## src/rtl/rob_pkg.sv

```systemverilog
package rob_pkg;

  // Condition of the oldest slot, which decides retirement each cycle.
  typedef enum logic [1:0] {
    HEAD_IDLE   = 2'd0,  // nothing held
    HEAD_BUSY   = 2'd1,  // oldest slot still waiting for its result
    HEAD_RETIRE = 2'd2,  // oldest slot done and clean
    HEAD_FAULT  = 2'd3   // oldest slot done with a fault
  } head_state_e;

endpackage

```

## src/rtl/rob_arf.sv

```systemverilog
module rob_arf #(
  parameter int NREG = 8,
  parameter int XLEN = 16,
  parameter int RW   = $clog2(NREG)
) (
  input  logic            clk,
  input  logic            rst,
  input  logic            we,
  input  logic [RW-1:0]   waddr,
  input  logic [XLEN-1:0] wdata,
  input  logic [RW-1:0]   ra1,
  output logic [XLEN-1:0] rd1,
  input  logic [RW-1:0]   ra2,
  output logic [XLEN-1:0] rd2,
  input  logic [RW-1:0]   ra3,
  output logic [XLEN-1:0] rd3
);

  logic [XLEN-1:0] regs [NREG];

  // Distributed-memory style: a small file with a reset to zero.
  always_ff @(posedge clk) begin
    if (rst) begin
      for (int r = 0; r < NREG; r++) regs[r] <= '0;
    end else if (we) begin
      regs[waddr] <= wdata;
    end
  end

  assign rd1 = regs[ra1];
  assign rd2 = regs[ra2];

  always_ff @(posedge clk) begin
    if (rst) rd3 <= '0;
    else     rd3 <= regs[ra3];
  end

endmodule

```

## src/rtl/rob_src_lookup.sv

```systemverilog
module rob_src_lookup #(
  parameter int DEPTH = 8,
  parameter int NREG  = 8,
  parameter int XLEN  = 16,
  parameter int IW    = $clog2(DEPTH),
  parameter int RW    = $clog2(NREG)
) (
  input  logic [IW-1:0]                oldest,
  input  logic [DEPTH-1:0]             live,
  input  logic [DEPTH-1:0][RW-1:0]     ent_rd,
  input  logic [DEPTH-1:0]             ent_done,
  input  logic [DEPTH-1:0][XLEN-1:0]   ent_res,
  input  logic [RW-1:0]                query,
  input  logic [XLEN-1:0]              arf_val,
  input  logic                         bus_valid,
  input  logic [IW-1:0]                bus_tag,
  input  logic [XLEN-1:0]              bus_data,
  output logic                         ready,
  output logic [XLEN-1:0]              field
);

  logic          hit;
  logic [IW-1:0] prod;
  logic [IW-1:0] idx;

  // Walk from oldest to newest; the last match is the youngest writer.
  always_comb begin
    hit  = 1'b0;
    prod = '0;
    idx  = '0;
    for (int k = 0; k < DEPTH; k++) begin
      idx = oldest + IW'(k);
      if (live[idx] && ent_rd[idx] == query) begin
        hit  = 1'b1;
        prod = idx;
      end
    end
  end

  always_comb begin
    if (!hit) begin
      ready = 1'b1;
      field = arf_val;
    end else if (ent_done[prod]) begin
      ready = 1'b1;
      field = ent_res[prod];
    end else if (bus_valid && bus_tag == prod) begin
      ready = 1'b1;
      field = bus_data;
    end else begin
      ready = 1'b0;
      field = {{(XLEN-IW){1'b0}}, prod};
    end
  end

endmodule

```

## src/rtl/rob_issue_sel.sv

```systemverilog
module rob_issue_sel #(
  parameter int DEPTH = 8,
  parameter int IW    = $clog2(DEPTH)
) (
  input  logic [IW-1:0]    oldest,
  input  logic [DEPTH-1:0] live,
  input  logic [DEPTH-1:0] issued,
  input  logic [DEPTH-1:0] op1_ok,
  input  logic [DEPTH-1:0] op2_ok,
  output logic             pick_valid,
  output logic [IW-1:0]    pick_idx
);

  logic [IW-1:0] idx;

  // Age order starts at the oldest slot; the first candidate wins.
  always_comb begin
    pick_valid = 1'b0;
    pick_idx   = '0;
    idx        = '0;
    for (int k = 0; k < DEPTH; k++) begin
      idx = oldest + IW'(k);
      if (!pick_valid && live[idx] && !issued[idx] && op1_ok[idx] && op2_ok[idx]) begin
        pick_valid = 1'b1;
        pick_idx   = idx;
      end
    end
  end

endmodule

```

## src/rtl/rob_core.sv

```systemverilog
module rob_core
  import rob_pkg::*;
#(
  parameter int DEPTH = 8,
  parameter int NREG  = 8,
  parameter int XLEN  = 16,
  localparam int IW   = $clog2(DEPTH),
  localparam int RW   = $clog2(NREG)
) (
  input  logic            clk,
  input  logic            rst,
  input  logic            disp_valid,
  input  logic [RW-1:0]   disp_rs1,
  input  logic [RW-1:0]   disp_rs2,
  input  logic [RW-1:0]   disp_rd,
  output logic            disp_ready,
  output logic [IW-1:0]   disp_tag,
  output logic            iss_valid,
  input  logic            iss_ready,
  output logic [IW-1:0]   iss_tag,
  output logic [XLEN-1:0] iss_op1,
  output logic [XLEN-1:0] iss_op2,
  input  logic            wb_valid,
  input  logic [IW-1:0]   wb_tag,
  input  logic [XLEN-1:0] wb_data,
  input  logic            wb_xcpt,
  output logic            cmt_valid,
  output logic [RW-1:0]   cmt_rd,
  output logic [XLEN-1:0] cmt_data,
  output logic            exc_valid,
  output logic [IW-1:0]   exc_tag,
  input  logic [RW-1:0]   dbg_raddr,
  output logic [XLEN-1:0] dbg_rdata
);

  localparam int PW = IW + 1;

  // Pointers with a wrap bit above the slot index.
  logic [PW-1:0] head_q, tail_q;
  logic [IW-1:0] hidx, tidx;
  logic          empty, full;

  // Per-slot state.
  logic [DEPTH-1:0]           v_q, iss_q, s1p_q, s2p_q, rp_q, x_q;
  logic [DEPTH-1:0][XLEN-1:0] s1_q, s2_q, rv_q;
  logic [DEPTH-1:0][RW-1:0]   rd_q;

  head_state_e hstate;
  logic        do_commit, do_flush, disp_fire, iss_fire;

  logic [XLEN-1:0] arf1, arf2;
  logic            src1_ok, src2_ok;
  logic [XLEN-1:0] src1_f, src2_f;

  assign hidx  = head_q[IW-1:0];
  assign tidx  = tail_q[IW-1:0];
  assign empty = (head_q == tail_q);
  assign full  = (hidx == tidx) && (head_q[IW] != tail_q[IW]);

  always_comb begin
    if (empty)            hstate = HEAD_IDLE;
    else if (!rp_q[hidx]) hstate = HEAD_BUSY;
    else if (x_q[hidx])   hstate = HEAD_FAULT;
    else                  hstate = HEAD_RETIRE;
  end

  assign do_commit  = (hstate == HEAD_RETIRE);
  assign do_flush   = (hstate == HEAD_FAULT);
  assign disp_ready = !full && !do_flush;
  assign disp_fire  = disp_valid && disp_ready;
  assign disp_tag   = tidx;

  rob_arf #(.NREG(NREG), .XLEN(XLEN), .RW(RW)) u_arf (
    .clk   (clk),
    .rst   (rst),
    .we    (do_commit),
    .waddr (rd_q[hidx]),
    .wdata (rv_q[hidx]),
    .ra1   (disp_rs1),
    .rd1   (arf1),
    .ra2   (disp_rs2),
    .rd2   (arf2),
    .ra3   (dbg_raddr),
    .rd3   (dbg_rdata)
  );

  rob_src_lookup #(.DEPTH(DEPTH), .NREG(NREG), .XLEN(XLEN), .IW(IW), .RW(RW)) u_look1 (
    .oldest    (hidx),
    .live      (v_q),
    .ent_rd    (rd_q),
    .ent_done  (rp_q),
    .ent_res   (rv_q),
    .query     (disp_rs1),
    .arf_val   (arf1),
    .bus_valid (wb_valid),
    .bus_tag   (wb_tag),
    .bus_data  (wb_data),
    .ready     (src1_ok),
    .field     (src1_f)
  );

  rob_src_lookup #(.DEPTH(DEPTH), .NREG(NREG), .XLEN(XLEN), .IW(IW), .RW(RW)) u_look2 (
    .oldest    (hidx),
    .live      (v_q),
    .ent_rd    (rd_q),
    .ent_done  (rp_q),
    .ent_res   (rv_q),
    .query     (disp_rs2),
    .arf_val   (arf2),
    .bus_valid (wb_valid),
    .bus_tag   (wb_tag),
    .bus_data  (wb_data),
    .ready     (src2_ok),
    .field     (src2_f)
  );

  rob_issue_sel #(.DEPTH(DEPTH), .IW(IW)) u_sel (
    .oldest     (hidx),
    .live       (v_q),
    .issued     (iss_q),
    .op1_ok     (s1p_q),
    .op2_ok     (s2p_q),
    .pick_valid (iss_valid),
    .pick_idx   (iss_tag)
  );

  assign iss_op1  = s1_q[iss_tag];
  assign iss_op2  = s2_q[iss_tag];
  assign iss_fire = iss_valid && iss_ready;

  // Control state: pointers, live and issued flags.
  always_ff @(posedge clk) begin
    if (rst) begin
      head_q <= '0;
      tail_q <= '0;
      v_q    <= '0;
      iss_q  <= '0;
    end else if (do_flush) begin
      v_q    <= '0;
      tail_q <= head_q;
    end else begin
      if (do_commit) begin
        head_q    <= head_q + 1'b1;
        v_q[hidx] <= 1'b0;
      end
      if (disp_fire) begin
        tail_q      <= tail_q + 1'b1;
        v_q[tidx]   <= 1'b1;
        iss_q[tidx] <= 1'b0;
      end
      if (iss_fire) iss_q[iss_tag] <= 1'b1;
    end
  end

  // Payload: written at dispatch, updated by the result bus.
  always_ff @(posedge clk) begin
    for (int i = 0; i < DEPTH; i++) begin
      if (disp_fire && tidx == IW'(i)) begin
        s1p_q[i] <= src1_ok;
        s1_q[i]  <= src1_f;
        s2p_q[i] <= src2_ok;
        s2_q[i]  <= src2_f;
        rp_q[i]  <= 1'b0;
        rv_q[i]  <= '0;
        x_q[i]   <= 1'b0;
        rd_q[i]  <= disp_rd;
      end else if (v_q[i] && wb_valid) begin
        if (wb_tag == IW'(i)) begin
          rp_q[i] <= 1'b1;
          rv_q[i] <= wb_data;
          x_q[i]  <= wb_xcpt;
        end
        if (!s1p_q[i] && s1_q[i][IW-1:0] == wb_tag) begin
          s1p_q[i] <= 1'b1;
          s1_q[i]  <= wb_data;
        end
        if (!s2p_q[i] && s2_q[i][IW-1:0] == wb_tag) begin
          s2p_q[i] <= 1'b1;
          s2_q[i]  <= wb_data;
        end
      end
    end
  end

  // Registered retirement and fault reports.
  always_ff @(posedge clk) begin
    if (rst) begin
      cmt_valid <= 1'b0;
      cmt_rd    <= '0;
      cmt_data  <= '0;
      exc_valid <= 1'b0;
      exc_tag   <= '0;
    end else begin
      cmt_valid <= do_commit;
      cmt_rd    <= rd_q[hidx];
      cmt_data  <= rv_q[hidx];
      exc_valid <= do_flush;
      exc_tag   <= hidx;
    end
  end

  // Occupancy never exceeds the slot count.
  logic [PW-1:0] occ;
  assign occ = tail_q - head_q;

  p_no_overflow_r3: assert property (@(posedge clk) disable iff (rst)
    occ <= PW'(DEPTH));

  // Results only go to live, issued, not-yet-done slots (input contract).
  p_wb_live_r8: assert property (@(posedge clk) disable iff (rst)
    wb_valid |-> (v_q[wb_tag] && iss_q[wb_tag] && !rp_q[wb_tag]));

  // A reported fault leaves the buffer empty.
  p_flush_empty_r9: assert property (@(posedge clk) disable iff (rst)
    exc_valid |-> (head_q == tail_q));

  // The reported slot is the oldest one, which stays put across a fault.
  p_exc_at_head_r9: assert property (@(posedge clk) disable iff (rst)
    exc_valid |-> (exc_tag == hidx));

  // Retirement and fault never coincide.
  p_single_event_r4: assert property (@(posedge clk) disable iff (rst)
    !(cmt_valid && exc_valid));

endmodule

```

## config.mk

```make
export PLATFORM = sky130hd
export DESIGN_NAME = rob_core
export DESIGN_NICKNAME = d
export VERILOG_FILES = /design/src/rtl/rob_pkg.sv /design/src/rtl/rob_arf.sv /design/src/rtl/rob_src_lookup.sv /design/src/rtl/rob_issue_sel.sv /design/src/rtl/rob_core.sv
export SDC_FILE = /design/constraint.sdc
export NUM_CORES = 2
export LEC_CHECK = 0
export BUFFER_PORTS_ARGS = -buffer_cell sky130_fd_sc_hd__buf_2
export CELL_PAD_IN_SITES_DETAIL_PLACEMENT = 1
export CELL_PAD_IN_SITES_GLOBAL_PLACEMENT = 1
export CORE_MARGIN = 4
export CORE_UTILIZATION = 47
export DETAILED_ROUTE_END_ITERATION = 7
export PLACE_DENSITY_LB_ADDON = 0.1
export SLEW_MARGIN = 20
export SYNTH_ARGS = -nofsm -noshare
export SYNTH_HDL_FRONTEND = slang
export SYNTH_HIERARCHICAL = 1
export SYNTH_SLANG_ARGS = --single-unit
```

## constraint.sdc

```tcl
create_clock -name clk -period 5.4 [get_ports clk]
set_clock_uncertainty 0.1 [all_clocks]
set_input_delay 1.08 -clock clk [delete_from_list [all_inputs] [get_ports clk]]
set_output_delay 1.08 -clock clk [all_outputs]
set_load 0.01 [all_outputs]
```

=== After elaboration in Yosys (flattened, before gate mapping) ===
Memory sizes are Yosys's and may differ from the RTL's. A register that Yosys moved wholly into a read port is not among the register bits.
Cells that the tools add are included.

* Multiplexer cells: 281
* Reductions and logical operators: 175
* Magnitude comparators: 15
* Shifts and indexed selects: 0
* Equal/unequal tests: 53
* Div/mod/pow operators: 0
* Add/subtract/negate cells: 9
* Bitwise gates (word level): 7
* Multiply operators: 0

{| class="wikitable"
|+ Operator list
! operator !! number
|-
| $mux W16 || 60
|-
| $bmux W16 S3 || 5
|-
| $mux W1 || 124
|-
| $bmux W1 S3 || 36
|-
| $eq A3 B3 Y1 || 35
|-
| $mux W3 || 33
|-
| $logic_and A1 B1 Y1 || 88
|-
| $bmux W3 S3 || 8
|-
| $mux W8 || 8
|-
| $reduce_and A2 Y1 || 25
|-
| $reduce_bool A2 Y1 || 25
|-
| $lt A3 B4 Y1 const B || 12
|-
| $logic_not A1 Y1 || 33
|-
| $eq A3 B3 Y1 const B || 8
|-
| $and A8 B8 Y8 || 2
|-
| $not A8 Y8 || 2
|-
| $or A8 B8 Y8 || 2
|-
| $reduce_or A16 Y1 || 1
|-
| $add A3 B3 Y3 const B || 4
|-
| $eq A3 B2 Y1 const B || 4
|-
| $demux W1 S3 || 3
|-
| $ge A3 B1 Y1 const B || 3
|-
| $add A4 B1 Y4 const B || 2
|-
| $mux W4 || 2
|-
| 10 further kinds || 15
|}

* Output and inout bits: 80
* Memories kept: 1
* Word-level logic and storage cells: 614
* RAM bits: 128
* Memory bits (read-only): 0
* Latch bits: 0
* Bits of input ports: 37
* Flip-flop bits (word level): 488

{| class="wikitable"
|+ Memory list
! memory !! words !! bits a word !! rd ports !! clocked after memory_dff !! wr ports !! RTL line !! RTL
|-
| u_arf.regs || 8 || 16 || 3 || 1 || 8 || rob_arf.sv:19 || <nowiki>logic [XLEN-1:0] regs [NREG];</nowiki>
|}

=== Longest topological paths before layout ===
* Depth in word-level cells: 55
* Depth in mapped cells: 21
* Gate-level depth less buffers: 15

=== By module ===
Netlist, hierarchy kept.

{| class="wikitable"
|+ Modules (own cells, without submodules)
! module !! cells an instance !! seq. area each (um2) !! area an instance (um2) !! times used
|-
| rob_core || 1715 || 12732.2 || 23097.2 || 1
|-
| rob_arf || 490 || 4164.0 || 8324.2 || 1
|-
| rob_src_lookup || 468 || 0.0 || 3689.8 || 2
|-
| rob_issue_sel || 130 || 0.0 || 1064.8 || 1
|}

=== Worst setup path before layout ===
Ideal clock, no wire load.

* Kind: flip-flop to output port
* From: register head_q[0]
* To: output port iss_op2[1]
* Path slack: -0.668 ns
* Cell stages (with the launch flop): 16
* Required time: 4.220 ns
* Arrival time: 4.888 ns
* Cell sequence: dfxtp_1 -> buf_6 -> inv_2 -> ha_1 -> mux4_2 -> o211ai_2 -> mux2i_1 -> o31a_1 -> nor4_4 -> nand4b_1 -> a32oi_1 -> clkbuf_1 -> buf_2 -> buf_2 -> mux4_2 -> mux2_2

* Word-level cells in the longest chain between the ends: 51
* Elaborated cells on any way between the ends: 134

{| class="wikitable"
|+ Ends and longest elaborated chain
! element !! RTL line !! RTL
|-
| start: declaration || rob_core.sv:39 || <nowiki>logic [PW-1:0] head_q, tail_q;</nowiki>
|-
| start signal: assignment || rob_core.sv:143 || <nowiki>head_q <= head_q + 1'b1;</nowiki>
|-
| $bmux W1 S3 || rob_issue_sel.sv:23 || <nowiki>if (!pick_valid && live[idx] && !issued[idx] && op1_ok[idx] && op2_ok[idx]) begin</nowiki>
|-
| $mux W1 (not written as such) || rob_issue_sel.sv:23 ||
|-
| $logic_not A1 Y1 || rob_issue_sel.sv:23 ||
|-
| $logic_and A1 B1 Y1 (3 in series) || rob_issue_sel.sv:23 ||
|-
| $mux W1 || rob_issue_sel.sv:23 ||
|-
| $logic_not A1 Y1 || rob_issue_sel.sv:23 ||
|-
| $logic_and A1 B1 Y1 (4 in series) || rob_issue_sel.sv:23 ||
|-
| $mux W1 || rob_issue_sel.sv:23 ||
|-
| [... 25 more ...] || -- ||
|-
| $logic_and A1 B1 Y1 (4 in series) || rob_issue_sel.sv:23 ||
|-
| $mux W1 || rob_issue_sel.sv:23 ||
|-
| $logic_not A1 Y1 || rob_issue_sel.sv:23 ||
|-
| $logic_and A1 B1 Y1 (4 in series) || rob_issue_sel.sv:23 ||
|-
| $mux W3 * || rob_issue_sel.sv:23 ||
|-
| net iss_tag[0] || rob_core.sv:20 || <nowiki>output logic [IW-1:0] iss_tag,</nowiki>
|-
| $bmux W16 S3 * || rob_core.sv:128 || <nowiki>assign iss_op2 = s2_q[iss_tag];</nowiki>
|-
| $mux W16 (not written as such) * || rob_core.sv:128 ||
|-
| end: declaration || rob_core.sv:22 || <nowiki>output logic [XLEN-1:0] iss_op2,</nowiki>
|}

The timed path passes the listed nets; every way through them passes the cells marked *. The select of a mux whose other input is x is not followed.

=== Worst setup path after layout ===
* From: register head_q[1]
* To: output port iss_op2[2]

* Word-level cells in the longest chain between the ends: 51
* Elaborated cells on any way between the ends: 134

{| class="wikitable"
|+ Ends and longest elaborated chain
! element !! RTL line
|-
| $bmux W1 S3 || rob_issue_sel.sv:23
|-
| $mux W1 (not written as such) || rob_issue_sel.sv:23
|-
| $logic_not A1 Y1 || rob_issue_sel.sv:23
|-
| $logic_and A1 B1 Y1 (3 in series) || rob_issue_sel.sv:23
|-
| $mux W1 || rob_issue_sel.sv:23
|-
| $logic_not A1 Y1 || rob_issue_sel.sv:23
|-
| $logic_and A1 B1 Y1 (4 in series) || rob_issue_sel.sv:23
|-
| $mux W1 || rob_issue_sel.sv:23
|-
| [... 24 more ...] || --
|-
| $logic_not A1 Y1 || rob_issue_sel.sv:23
|-
| $logic_and A1 B1 Y1 (4 in series) || rob_issue_sel.sv:23
|-
| $mux W1 || rob_issue_sel.sv:23
|-
| $logic_not A1 Y1 || rob_issue_sel.sv:23
|-
| $logic_and A1 B1 Y1 (4 in series) || rob_issue_sel.sv:23
|-
| $mux W3 * || rob_issue_sel.sv:23
|-
| $bmux W16 S3 * || rob_core.sv:128
|-
| $mux W16 (not written as such) * || rob_core.sv:128
|}

Every way passes the cells marked *; elsewhere a longest branch is shown, timed or not. The select of a mux whose other input is x is not followed.

==> metrics.yaml <==
run_status:
  status: "complete, but fails checks"
  violations: "negative setup slack"
global_routing:
  antenna_found_initial: 1
  grt_max_degree: 58
  grt_usage_pct: 32.09
  grt_pass1_vias: 32410
  grt_overflow: 0
  grt_pass1_wl_microns: 215400
setup_path:
  cp-start-kind: "flop"
  required_ns: 4.22
  slowest_delay_ns: 0.53
  worstSetupPathType: "flop to output port"
  path_max_fanout: 7
  cp_cell_sequence: "clkinv_4 > ha_4 > mux4_2 > o211ai_4 > mux2i_1 > o31a_1 > nor4_4 > nand4b_1 > buf_4 > a32oi_4 > buf_6 > buf_12 > buf_8 > mux4_2 > mux2_4 > buf_6"
  cpMaxStageDelayCell: "mux4_2"
  cp-end-kind: "output port"
  reg2reg_depth: 18
  crit_arrival_ns: 4.75
route:
  drt_iter0_markers: 2588
  antenna_left: 0
  wl_microns: 147300
  vias_per_cell: 6.583
  routedWlPerCell_microns: 31.74
  drc: 0
  dr.pass1.iters: 5
  vias: 30540
clocking:
  cts_tree: "done"
  ctsHoldBuffers: 0
  clock-sinks: 632
  clk_path_buf_depth: 3
  clkLatencyLatePin_ns: 0.65
  ctsRootBufferMaster: "clkbuf_16"
  clk_pin_slew_ns: 0.06
  cts_htree_levels: 3
  cts_buffers: 75
power_and_ir_drop:
  powerDensity_nw_per_um2: 324.5
  power_leakage_uw: 0.01600
  irDropWorstVdd_mv: 0.2441
floorplanning:
  core_area_sq_um: 83820
  io_pins: 117
  rows: 106
  start_util_pct: 47.56
  die_area_sq_um: 89540
  fp.dieW_microns: 299.2
  die_y_microns: 299.2
placed_design:
  dp.cells: 4444
  place_congestion: 0.8846
  io_buffers: 116
  hpwl_microns: 92710
sta:
  period_needed_ns: 5.935
  relSlewSlack_pct: 25.76
  fin_ws_ns: -0.5348
  max_freq_mhz: 168.5
  hold_viol: 0
  worstMarginPinSlew_ns: 1.114
  rsz0062_at_grt: "yes"
  setup_violations: 32
  fin_crit_sh_pct: 109.9
  drv_slew: 0
  hold_slack_ns: 0.3859
synthesis:
  syn_inst: 3271
  avgSynthCellArea_sq_um: 12.19
  ys_warn_count: 6
  yosysSeqAreaShare_pct: 42.38
  syn-cell-area_sq_um: 39870
  async_reset_ff_share_pct: 0
  synth-seq-cells: 632
  synth_nets: 3321
  yosysUniqueCellTypes: 110
  synth-edff-count: 424
  synth_flop_cell: "edfxtp_1"
layout:
  nets: 3493
  fin_cells: 4639
  drive_above_1_share_pct: 32.62
  syn_to_final_growth_pct: 16.67
run:
  cap_violations: 0
hold_path:
  min_path_type: "flop to flop"
  hold_path_depth: 2
-- cells in the mapped netlist, drive strengths merged (16+ instances only) --
library cell / number / area [sq um]
a21oi: 139 / 703.2
a32oi: 61 / 534.3
nor3: 42 / 226.5
or4: 16 / 120.1
nand3: 34 / 170.2
xnor2: 59 / 531.8
a31oi: 32 / 206.5
or2: 17 / 106.4
mux2i: 193 / 1948
nand2: 347 / 1315
dfxtp: 208 / 4164
nand4: 18 / 118.9
mux2: 354 / 3990
inv: 34 / 130.1
edfxtp: 424 / 12730
xor2: 68 / 595.6
o21ai: 40 / 204.0
mux4: 264 / 6186
and2: 154 / 963.4
nand3b: 33 / 247.7
nor2: 174 / 690.7
nor4: 19 / 188.9
a211oi: 16 / 135.1
buf: 143 / 985.9
clkbuf: 127 / 490.5
nand2b: 36 / 235.2
-- flip-flops by register name, summed over array words and instances (netlist names), 16 cells and up --
| register | flops |
|---|---|
| u_arf/rd3 | 16 |
| cmt_data | 16 |
| rd_q | 24 |
| s1_q | 128 |
| rv_q | 128 |
| s2_q | 128 |
| u_arf/regs | 128 |
-- metrics by stage --
stage	setup slack, ns	utilization (%)	cell area, sq um	power, uW	setup TNS (ns)
after global placement	-0.08238	50.76	42550	9201	-1.198
after CTS	-0.5700	54.81	45950	14980	-16.48
final	-0.5348	55.49	46510	15090	-15.79
after global routing	-0.6707	55.49	46510	15580	-21.37
after detailed placement	-0.2109	50.76	42550	9318	-14.31
after floorplan	0.003387	-	39920	7904	0
-- worst paths after layout --
kind              startpoint    endpoint  slack (ns)
setup / recovery   head_q[1]  iss_op2[2]       -0.53
hold / removal      rv_q[86]    rv_q[86]        0.39
setup reg to reg   head_q[1]    s1_q[50]        0.04
hold reg to reg     rv_q[86]    rv_q[86]        0.39
-- metal layers --
| layer | routed length [microns] | vias up | GRT usage (%) |
|---|---|---|---|
| met3 | 9759 | 354 | 4.382 |
| met1 | 58450 | 15900 | 41.30 |
| met5 | 7 | - | 0 |
| met4 | 6209 | 2 | 12.45 |
| met2 | 72840 | 1348 | 55.21 |
| li1 | - | 12940 | - |
-- area by class of cell --
| class | count | area [sq um] |
|---|---|---|
| antenna | 1 | 2.502 |
| clock buffer | 94 | 1998 |
| clock inverter | 44 | 515.5 |
| fill | 8372 | 37310 |
| inverter | 41 | 168.9 |
| multi-input combinational | 2328 | 22070 |
| sequential | 632 | 16910 |
| tap | 1134 | 1419 |
| timing repair buffer | 365 | 3430 |
-- cell families (layout without fill, tap and decap cells) --
| kind of cell | after synthesis | in the layout | share of synthesized area (%) |
|---|---|---|---|
| multiplexers | 811 | 811 | 30.41 |
| AO/OA/AOI/OAI | 403 | 403 | 7.165 |
| flip-flops | 632 | 632 | 42.38 |
| other | 0 | 1 | 0 |
| adder cells (fa/ha/maj) | 13 | 13 | 0.4080 |
| XOR/XNOR | 127 | 127 | 2.828 |
| AND/OR/NAND/NOR | 974 | 974 | 12.70 |
| buffers and inverters | 311 | 544 | 4.108 |
-- worst max-delay path, delay by kind of cell (launching register included) --
family,cells,cell delay [ns]
and+or+nand+nor,2,0.49
buffers and inverters,6,0.87
muxes,4,1.47
AOI/OAI and AO/OA,3,0.62
DFF,1,0.36
adders and majority gates,1,0.28
-- layout by cell type (no fill, tap or decap), drive strengths merged, types with 7 or more instances in the layout --
| master | n |
|---|---|
| nor3b | 10 |
| nor4 | 19 |
| nor2 | 174 |
| a2111oi | 8 |
| o21ai | 40 |
| xor2 | 68 |
| nand3b | 33 |
| o211ai | 11 |
| dfxtp | 208 |
| ha | 13 |
| inv | 39 |
| nand4 | 18 |
| nand4b | 11 |
| mux4 | 264 |
| a21oi | 139 |
| or2 | 17 |
| nand3 | 34 |
| nor4b | 15 |
| or3 | 11 |
| nand2b | 36 |
| a31oi | 32 |
| or4 | 16 |
| buf | 363 |
| a211oi | 16 |
| xnor2 | 59 |
| mux2 | 354 |
| a32oi | 61 |
| mux2i | 193 |
| nor3 | 42 |
| clkbuf | 96 |
| nor2b | 8 |
| nand2 | 347 |
| edfxtp | 424 |
| and2 | 154 |
| and4 | 15 |
| bufinv | 7 |
| clkinv | 37 |
| o31ai | 9 |
| o41ai | 8 |
-- repair_timing --
action | CTS | global route
hold endpoints to repair | 0 | 0
pin swaps | 8 | 29
resized for setup | 115 | 70
buffers inserted | 26 | 26
endpoints found under the setup margin | 177 | 276
gates cloned | 6 | 2
-- power breakdown --
part           switching (uW)  internal (uW)
Sequential                149           5390
Combinational            2340           1990
Clock                    2210           3010
(Power assumes the default switching activity.)
